[config.mk]
export PLATFORM = sky130hd
export DESIGN_NAME = dlk_txirq_ctrl
export DESIGN_NICKNAME = d
export VERILOG_FILES = /design/src/rtl/dlk_txirq_pkg.sv /design/src/rtl/dlk_txirq_regs.sv /design/src/rtl/dlk_txirq_seq.sv /design/src/rtl/dlk_txirq_status.sv /design/src/rtl/dlk_txirq_ctrl.sv
export SDC_FILE = /design/constraint.sdc
export NUM_CORES = 1
export LEC_CHECK = 0
export BUFFER_PORTS_ARGS = -buffer_cell sky130_fd_sc_hd__buf_2
export CAP_MARGIN = 10
export CORE_MARGIN = 2
export CORE_UTILIZATION = 50
export CTS_CLUSTER_DIAMETER = 150
export DETAILED_ROUTE_END_ITERATION = 16
export PLACE_DENSITY = 0.7
export SYNTH_ARGS = -nofsm -noshare
export SYNTH_HDL_FRONTEND = slang
export SYNTH_SLANG_ARGS = --single-unit
[constraint.sdc]
create_clock -name clk -period 1.6 [get_ports clk]
set_input_delay 0.24 -clock clk [delete_from_list [all_inputs] [get_ports clk]]
set_output_delay 0.24 -clock clk [all_outputs]
set_load 0.005 [all_outputs]
[src/rtl/dlk_txirq_pkg.sv]
package dlk_txirq_pkg;

    localparam int DW = 8;
    localparam int AW = 3;

    localparam int SOT_BIT = 6;
    localparam int EOT_BIT = 4;
    localparam int BEN_BIT = 3;
    localparam int PKT_BIT = 0;
    localparam int COR_BIT = 0;

    typedef enum logic [AW-1:0] {
        OFS_CTRL   = 3'd0,
        OFS_REPEAT = 3'd1,
        OFS_IEN    = 3'd2,
        OFS_BEN    = 3'd3,
        OFS_CMODE  = 3'd4,
        OFS_STS    = 3'd5
    } reg_ofs_e;

    typedef struct packed {
        logic sot;
        logic eot;
    } evt_t;

    function automatic logic [DW-1:0] pack_pair(input evt_t v);
        logic [DW-1:0] r;
        r = '0;
        r[SOT_BIT] = v.sot;
        r[EOT_BIT] = v.eot;
        return r;
    endfunction

    function automatic evt_t unpack_pair(input logic [DW-1:0] d);
        evt_t v;
        v.sot = d[SOT_BIT];
        v.eot = d[EOT_BIT];
        return v;
    endfunction

endpackage

[src/rtl/dlk_txirq_regs.sv]
module dlk_txirq_regs
    import dlk_txirq_pkg::*;
#(
    parameter int CNT_W = 8
) (
    input  logic             clk,
    input  logic             rst,
    input  logic             cpu_wr,
    input  logic             cpu_rd,
    input  logic [AW-1:0]    cpu_addr,
    input  logic [DW-1:0]    cpu_wdata,
    input  evt_t             sts,
    output logic [DW-1:0]    cpu_rdata,
    output logic [CNT_W-1:0] rep_cnt,
    output evt_t             ien,
    output logic             blk_en,
    output logic             cor_mode,
    output logic             start_req,
    output evt_t             clr
);

    logic pkt_mode_q;
    logic hit_ctrl, hit_rep, hit_ien, hit_ben, hit_cm, hit_sts;

    assign hit_ctrl = (cpu_addr == OFS_CTRL);
    assign hit_rep  = (cpu_addr == OFS_REPEAT);
    assign hit_ien  = (cpu_addr == OFS_IEN);
    assign hit_ben  = (cpu_addr == OFS_BEN);
    assign hit_cm   = (cpu_addr == OFS_CMODE);
    assign hit_sts  = (cpu_addr == OFS_STS);

    always_ff @(posedge clk) begin
        if (rst) begin
            pkt_mode_q <= 1'b0;
            rep_cnt    <= '0;
            ien        <= '0;
            blk_en     <= 1'b0;
            cor_mode   <= 1'b0;
        end else if (cpu_wr) begin
            if (hit_ctrl) pkt_mode_q <= cpu_wdata[PKT_BIT];
            if (hit_rep)  rep_cnt    <= cpu_wdata[CNT_W-1:0];
            if (hit_ien)  ien        <= unpack_pair(cpu_wdata);
            if (hit_ben)  blk_en     <= cpu_wdata[BEN_BIT];
            if (hit_cm)   cor_mode   <= cpu_wdata[COR_BIT];
        end
    end

    assign start_req = cpu_wr && hit_ctrl && !cpu_wdata[PKT_BIT];

    always_comb begin
        clr = '0;
        if (cor_mode) begin
            if (cpu_rd && hit_sts) clr = '{sot: 1'b1, eot: 1'b1};
        end else if (cpu_wr && hit_sts) begin
            clr = unpack_pair(cpu_wdata);
        end
    end

    always_comb begin
        cpu_rdata = '0;
        unique case (cpu_addr)
            OFS_CTRL:   cpu_rdata[PKT_BIT] = pkt_mode_q;
            OFS_REPEAT: cpu_rdata[CNT_W-1:0] = rep_cnt;
            OFS_IEN:    cpu_rdata = pack_pair(ien);
            OFS_BEN:    cpu_rdata[BEN_BIT] = blk_en;
            OFS_CMODE:  cpu_rdata[COR_BIT] = cor_mode;
            OFS_STS:    cpu_rdata = pack_pair(sts);
            default:    cpu_rdata = '0;
        endcase
    end

endmodule

[src/rtl/dlk_txirq_seq.sv]
module dlk_txirq_seq
    import dlk_txirq_pkg::*;
#(
    parameter int CNT_W = 8
) (
    input  logic             clk,
    input  logic             rst,
    input  logic             start_req,
    input  logic [CNT_W-1:0] rep_cnt,
    input  logic             msg_done,
    output logic             busy,
    output evt_t             evt
);

    logic [CNT_W-1:0] last_idx_q;
    logic [CNT_W-1:0] done_cnt_q;
    logic             accept;
    logic             final_done;

    assign accept     = start_req && !busy;
    assign final_done = busy && msg_done && (done_cnt_q == last_idx_q);

    always_ff @(posedge clk) begin
        if (rst) begin
            busy       <= 1'b0;
            last_idx_q <= '0;
            done_cnt_q <= '0;
        end else if (accept) begin
            busy       <= 1'b1;
            last_idx_q <= (rep_cnt == '0) ? '0 : rep_cnt - 1'b1;
            done_cnt_q <= '0;
        end else if (final_done) begin
            busy       <= 1'b0;
            done_cnt_q <= '0;
        end else if (busy && msg_done) begin
            done_cnt_q <= done_cnt_q + 1'b1;
        end
    end

    assign evt.sot = accept;
    assign evt.eot = final_done;

endmodule

[src/rtl/dlk_txirq_status.sv]
module dlk_txirq_status
    import dlk_txirq_pkg::*;
(
    input  logic clk,
    input  logic rst,
    input  evt_t evt,
    input  evt_t clr,
    input  evt_t ien,
    input  logic blk_en,
    output evt_t sts,
    output logic irq
);

    localparam int NSRC = 2;

    logic [NSRC-1:0] evt_v, clr_v, ien_v, sts_v;

    assign evt_v = {evt.sot, evt.eot};
    assign clr_v = {clr.sot, clr.eot};
    assign ien_v = {ien.sot, ien.eot};

    for (genvar i = 0; i < NSRC; i++) begin : g_src
        always_ff @(posedge clk) begin
            if (rst) sts_v[i] <= 1'b0;
            else     sts_v[i] <= evt_v[i] | (sts_v[i] & ~clr_v[i]);
        end
    end

    assign sts.sot = sts_v[1];
    assign sts.eot = sts_v[0];
    assign irq     = blk_en & |(sts_v & ien_v);

endmodule

[src/rtl/dlk_txirq_ctrl.sv]
module dlk_txirq_ctrl
    import dlk_txirq_pkg::*;
#(
    parameter int CNT_W = 8
) (
    input  logic          clk,
    input  logic          rst,
    input  logic          cpu_wr,
    input  logic          cpu_rd,
    input  logic [AW-1:0] cpu_addr,
    input  logic [DW-1:0] cpu_wdata,
    output logic [DW-1:0] cpu_rdata,
    input  logic          msg_done,
    output logic          tx_start,
    output logic          tx_busy,
    output logic          irq
);

    logic [CNT_W-1:0] rep_cnt;
    evt_t             ien, clr, evt, sts;
    logic             blk_en, cor_mode, start_req;

    dlk_txirq_regs #(.CNT_W(CNT_W)) regs_i (
        .clk(clk), .rst(rst), .cpu_wr(cpu_wr), .cpu_rd(cpu_rd),
        .cpu_addr(cpu_addr), .cpu_wdata(cpu_wdata), .sts(sts),
        .cpu_rdata(cpu_rdata), .rep_cnt(rep_cnt), .ien(ien),
        .blk_en(blk_en), .cor_mode(cor_mode), .start_req(start_req),
        .clr(clr)
    );

    dlk_txirq_seq #(.CNT_W(CNT_W)) seq_i (
        .clk(clk), .rst(rst), .start_req(start_req), .rep_cnt(rep_cnt),
        .msg_done(msg_done), .busy(tx_busy), .evt(evt)
    );

    dlk_txirq_status status_i (
        .clk(clk), .rst(rst), .evt(evt), .clr(clr), .ien(ien),
        .blk_en(blk_en), .sts(sts), .irq(irq)
    );

    assign tx_start = evt.sot;

endmodule

* Word level (Yosys, flattened, before mapping)
Index checks and enable logic that the tools add are counted.
Operators by class: add/sub/neg operators 2, eq/ne operators 6, mux-type cells 10, bitwise gates (word level) 8, reduce and logical (&&, ||, !) cells 19
Operators by type and width (count):
- 4-bit case mux with 3 select lines | 1
- 2-bit AND reduction | 5
- 8-bit by 1-bit adder with 8-bit output (second input constant) | 1
- 8-bit == test | 1
- 8-bit zero test | 1
- 2-bit 2-to-1 mux | 4
- 8-bit 2-to-1 mux | 1
- 8-bit by 1-bit subtractor with 8-bit output (second input constant) | 1
- 1-bit logical AND | 7
- 3-bit by 2-bit == test with 1-bit output (second input constant) | 2
- 3-bit == test (second input constant) | 2
- 1-bit bitwise AND | 3
- 3-bit by 1-bit == test with 1-bit output (second input constant) | 1
- 3-bit zero test | 1
- 1-bit case mux with 3 select lines | 1
- 3-bit OR reduction | 1
- 2-bit bitwise AND | 1
- 1-bit zero test | 2
- 1-bit 2-to-1 mux | 2
- 1-bit NOT | 2
- 1-bit bitwise OR | 2
- 1-bit case mux with 2 select lines | 1
- 2-bit nonzero test | 1
- 2-bit OR reduction | 1
Word-level totals: register bits 32, input bits 16, word-level logic and storage cells 56

* Logic depth before layout (Yosys ltp)
depth after elaboration 7, gate-level depth with buffers 6

* Modules after synthesis
A second synthesis with hierarchy kept.
Second synthesis, totals: cell total of the unflattened synthesis 202, area, all modules 1841.8 µm²
By module, submodules not included:
- dlk_txirq_seq | times used 1, cells each 110, area an instance 967.2 µm², sequential area each 340.3 µm²
- dlk_txirq_regs | times used 1, cells each 82, area an instance 790.8 µm², sequential area each 260.2 µm²
- dlk_txirq_status | times used 1, cells each 10, area an instance 83.8 µm², sequential area each 40.0 µm²

* Worst setup path after synthesis
OpenSTA, ideal clock, no wires.
kind flip-flop to flip-flop, start point register seq_i.busy, end point register seq_i.done_cnt_q[0], arrival time 1.219 ns, setup slack 0.246 ns, cell stages (with the launch flop) 5, path buffers 0, cell sequence dfxtp_1 -> and2_1 -> nand4_1 -> o31ai_2 -> nor2_1
On the way: cells in the longest elaborated chain, start to end 3, elaborated cells on any way between the ends 5
RTL lines:
- start: declaration | RTL line dlk_txirq_seq.sv:11 | output logic busy,
- start signal: assignment | RTL line dlk_txirq_seq.sv:25 | busy <= 1'b0;
- start signal: assignment | RTL line dlk_txirq_seq.sv:29 | busy <= 1'b1;
- start signal: assignment | RTL line dlk_txirq_seq.sv:33 | busy <= 1'b0;
- 1-bit zero test or 1-bit logical AND (tied branches) | RTL line dlk_txirq_seq.sv:20, dlk_txirq_seq.sv:21, dlk_txirq_seq.sv:35
- 1-bit logical AND (on tied branches) | RTL line dlk_txirq_seq.sv:20, dlk_txirq_seq.sv:21
- 3-bit OR reduction (no source line)
- end signal: assignment | RTL line dlk_txirq_seq.sv:36 | done_cnt_q <= done_cnt_q + 1'b1;
- end: declaration | RTL line dlk_txirq_seq.sv:16 | logic [CNT_W-1:0] done_cnt_q;
Several ways; a longest one is shown, not always the timed one. A chain may end at the register's enable or synchronous reset.

* Final worst setup path
start point input cpu_addr[2], end point output tx_start
On the way: cells in the longest elaborated chain, start to end 4
RTL lines:
- start: declaration | RTL line dlk_txirq_ctrl.sv:10 | input logic [AW-1:0] cpu_addr,
- 3-bit zero test | RTL line dlk_txirq_regs.sv:25 | assign hit_ctrl = (cpu_addr == OFS_CTRL);
- 1-bit logical AND (2 in series) | RTL line dlk_txirq_regs.sv:48 | assign start_req = cpu_wr && hit_ctrl && !cpu_wdata[PKT_BIT];
- 1-bit logical AND | RTL line dlk_txirq_seq.sv:20 | assign accept = start_req && !busy;
- end: declaration | RTL line dlk_txirq_ctrl.sv:14 | output logic tx_start,
No other way between the ends.

==> insert_results.sql <==
INSERT INTO impl_metrics (metric_group, metric, value, unit) VALUES
('critical_path', 'worstPathArrival', '1250', 'ps'),
('cts', 'cts_htree_levels', '2', ''),
('timing', 'setup_viol_count_final', '0', ''),
('critical_path', 'worstReg2RegStart', 'regs_i.rep_cnt[0]', ''),
('critical_path', 'critical_path.n_buffers_inverters', '3', ''),
('drt', 'routed_via_density', '5.35', ''),
('synth', 'synth_top_family_by_area', 'simple AND/OR/NAND/NOR gates', ''),
('critical_path', 'timing.reg2reg.setup_slack', '180', 'ps'),
('synth', 'synth_compound_gate_area_share', '11.5', '%'),
('cells_and_area', 'layout-area-overhead-vs-synth', '16.8', '%'),
('critical_path', 'worstSetupStartpoint', 'cpu_addr[2]', ''),
('drt', 'detailroute.wirelength.met3', '159', 'um'),
('drt', 'wl_met2', '1860', 'um'),
('cts', 'cts-root-buf', 'sky130_fd_sc_hd__clkbuf_4', ''),
('critical_path', 'worst_r2r_path_depth', '6', ''),
('synth', 'mappedNetlistNets', '214', ''),
('synth', 'synth.most_common_cell', 'sky130_fd_sc_hd__dfxtp_1', ''),
('cts', 'cts-buffers-inserted', '5', ''),
('timing', 'post-route-min-period', '1490', 'ps'),
('global_routing', 'grt_first_pass_wirelength', '6190', 'um'),
('flow_run', 'drv_cap', '0', ''),
('power_and_ir_drop', 'power-per-cell-area', '797', 'nW/um^2'),
('critical_path', 'critical_path.max_fanout', '13', ''),
('synth', 'ys.flop_type', 'sky130_fd_sc_hd__dfxtp_1', ''),
('timing', 'tightest_slew', '419', 'ps'),
('cts', 'clkSlewWorstSetupHoldPaths', '100', 'ps'),
('drt', 'met1_length', '1530', 'um'),
('critical_path', 'worst-endpoint-required', '1360', 'ps'),
('cells_and_area', 'instances_no_fill', '274', ''),
('floorplan', 'die_height', '62.6', 'um'),
('synth', 'synthCells', '195', ''),
('synth', 'yosys.area_share.adder', '2.19', '%'),
('cts', 'cts_post_setup_buffers_inserted', '0', ''),
('synth', 'synth_area', '1710', 'sq um'),
('timing', 'totalNegativeSetupSlack', '0', 'ps'),
('synth', 'synth_register_bits', '32', ''),
('drt', 'routed_wire_length_per_instance', '13.2', 'um'),
('timing', 'final_min_period_over_clock_period', '93.4', '%'),
('critical_path', 'setup.worst_path.start_class', 'input port', ''),
('critical_path', 'path_delay_family', 'simple AND/OR/NAND/NOR gates', ''),
('synth', 'synth-seq-area-share', '37.4', '%'),
('floorplan', 'floorplan_core_area', '3310', 'sq um'),
('floorplan', 'floorplan.die_area', '3910', 'sq um'),
('synth', 'synth_top_cell_by_area', 'sky130_fd_sc_hd__dfxtp_1', ''),
('critical_path', 'cp_cell_sequence', 'buf_2, nor4b_4, nand2_4, clkinv_4, buf_2', ''),
('cts', 'cts_tree', 'built', ''),
('placement', 'port_buffers', '26', ''),
('synth', 'post_synth_edffs', '0', ''),
('global_routing', 'track_usage', '19.7', '%'),
('cells_and_area', 'nets', '246', ''),
('synth', 'asyncSetResetFlopFracSynth', '0', '%'),
('cells_and_area', 'multi_input_comb_area', '1030', 'sq um'),
('cells_and_area', 'register_area', '642', 'sq um'),
('power_and_ir_drop', 'p_leak', '0.779', 'nW'),
('drt', 'drt_pass1_iterations', '4', ''),
('synth', 'synth_simple_gate_area_share', '27.7', '%'),
('cells_and_area', 'n_fill_cell', '309', ''),
('critical_path', 'cpMostUsedCell', 'sky130_fd_sc_hd__buf_2', ''),
('global_routing', 'pin_count_of_the_biggest_net_entering_global_routing', '20', ''),
('synth', 'avgSynthCellArea', '8.79', 'sq um'),
('cts', 'worst_skew_pair.late_latency', '340', 'ps'),
('drt', 'highest-signal-layer', 'met4', ''),
('hold_path', 'min_delay_path_depth', '3', ''),
('global_routing', 'overflow', '0', ''),
('power_and_ir_drop', 'vdd_drop_max', '0.000673', 'V'),
('status', 'status', 'finished, final reports clean', ''),
('cts', 'clock_sinks', '32', ''),
('hold_path', 'timing.hold.worst_endpoint', 'regs_i.rep_cnt[7]', ''),
('critical_path', 'critPathSlowestCell', 'sky130_fd_sc_hd__nor4b_4', ''),
('placement', 'place.gp.congestion', '0.800', ''),
('placement', 'hpwl_after_dpl', '2830', 'um');
## worst register-to-register path, stage by stage, from the launching register on
cell and delay (ps):
sky130_fd_sc_hd__dfxtp_2 360, sky130_fd_sc_hd__inv_1 120, sky130_fd_sc_hd__ha_1 220, sky130_fd_sc_hd__nor3b_1 260, sky130_fd_sc_hd__xor2_1 180, sky130_fd_sc_hd__nand3_1 90, sky130_fd_sc_hd__a21oi_1 140
## repair_timing
item | 4_1_cts | 5_1_grt
gates resized for setup | 1 | 3
hold buffers | 0 | 0
setup endpoints to repair | 1 | 10
## kinds of logic after synthesis
logic type / after synthesis
AOI/OAI and AO/OA: 30
xor gates and xnor gates: 19
adders and majority gates: 3
buffers and inverters: 10
DFF: 32
muxes: 14
and+or+nand+nor: 87
## registers in the layout (all words and copies together) (netlist names)
| name | flops |
|---|---|
| seq_i.done_cnt_q | 8 |
| seq_i.last_idx_q | 8 |
| regs_i.cor_mode | 1 |
| status_i.sts | 2 |
| regs_i.pkt_mode_q | 1 |
| regs_i.rep_cnt | 8 |
| regs_i.ien | 2 |
| seq_i.busy | 1 |
| regs_i.blk_en | 1 |
## report_power, final
group	total (mW)	switching (mW)	leakage [nW]	internal, mW
sequential	0.820	0.0123	0.259	0.807
clock	0.617	0.291	0.0412	0.326
combinational	0.158	0.0911	0.479	0.0672
## layer usage
layer  vias to the layer above  track usage [%]
met5                         -                0
met4                         0             7.50
met3                         9             4.32
met2                        38             34.7
met1                       679             23.4
li1                        740                -
## stage by stage
stage                     cell area (sq um)  setup slack [ps]  hold slack (ps)
final                                  2000               105              141
after global routing                   2000              25.6              155
after CTS                              1990              17.3              134
after detailed placement               1900              28.4              461
after global placement                 1900               115              458
after floorplan                        1710               246              380
## layout make-up
cell class / count / share of cell area [%]
Multi-Input combinational cell: 153 / 51.5
Sequential cell: 32 / 32.1
Timing Repair Buffer: 32 / 8.75
Tap cell: 46 / 2.88
Clock inverter: 3 / 2.13
Clock buffer: 5 / 1.88
Inverter: 3 / 0.812
## cells in the final DEF, fill, tap and decap left out, types with 2 or more instances in the layout
master                     synthesis  final
sky130_fd_sc_hd__buf_4             2      6
sky130_fd_sc_hd__nand2_1          17     17
sky130_fd_sc_hd__mux2i_1          14     14
sky130_fd_sc_hd__inv_1             2      2
sky130_fd_sc_hd__xor2_1            5      5
sky130_fd_sc_hd__nor2_1           27     26
sky130_fd_sc_hd__xnor2_1          14     14
sky130_fd_sc_hd__buf_2             1     26
sky130_fd_sc_hd__a22oi_1           5      5
sky130_fd_sc_hd__nand3_1          11     11
sky130_fd_sc_hd__o31ai_2           3      2
sky130_fd_sc_hd__nor2b_1           3      3
sky130_fd_sc_hd__o31ai_1           2      2
sky130_fd_sc_hd__ha_1              3      3
sky130_fd_sc_hd__nand3b_1          3      3
sky130_fd_sc_hd__nor3b_1           2      2
sky130_fd_sc_hd__dfxtp_1          32     31
sky130_fd_sc_hd__nor3_1            4      4
sky130_fd_sc_hd__nand4_1           3      3
sky130_fd_sc_hd__and2_1            6      6
sky130_fd_sc_hd__a21oi_1          14     14
sky130_fd_sc_hd__o21ai_0           4      4
sky130_fd_sc_hd__clkbuf_4          0      5
## worst max-delay path by stage
| stage | slack (ps) | to | cells after the start |
|---|---|---|---|
| global placement | 110 | seq_i.done_cnt_q[7] | 4 |
| floorplan | 250 | seq_i.done_cnt_q[0] | 4 |
| CTS | 20 | seq_i.done_cnt_q[7] | 4 |
| global route | 30 | tx_start | 5 |
| detailed placement | 30 | seq_i.done_cnt_q[2] | 4 |
| finish | 110 | tx_start | 5 |
No activity file was read; power rests on OpenSTA's default activity.
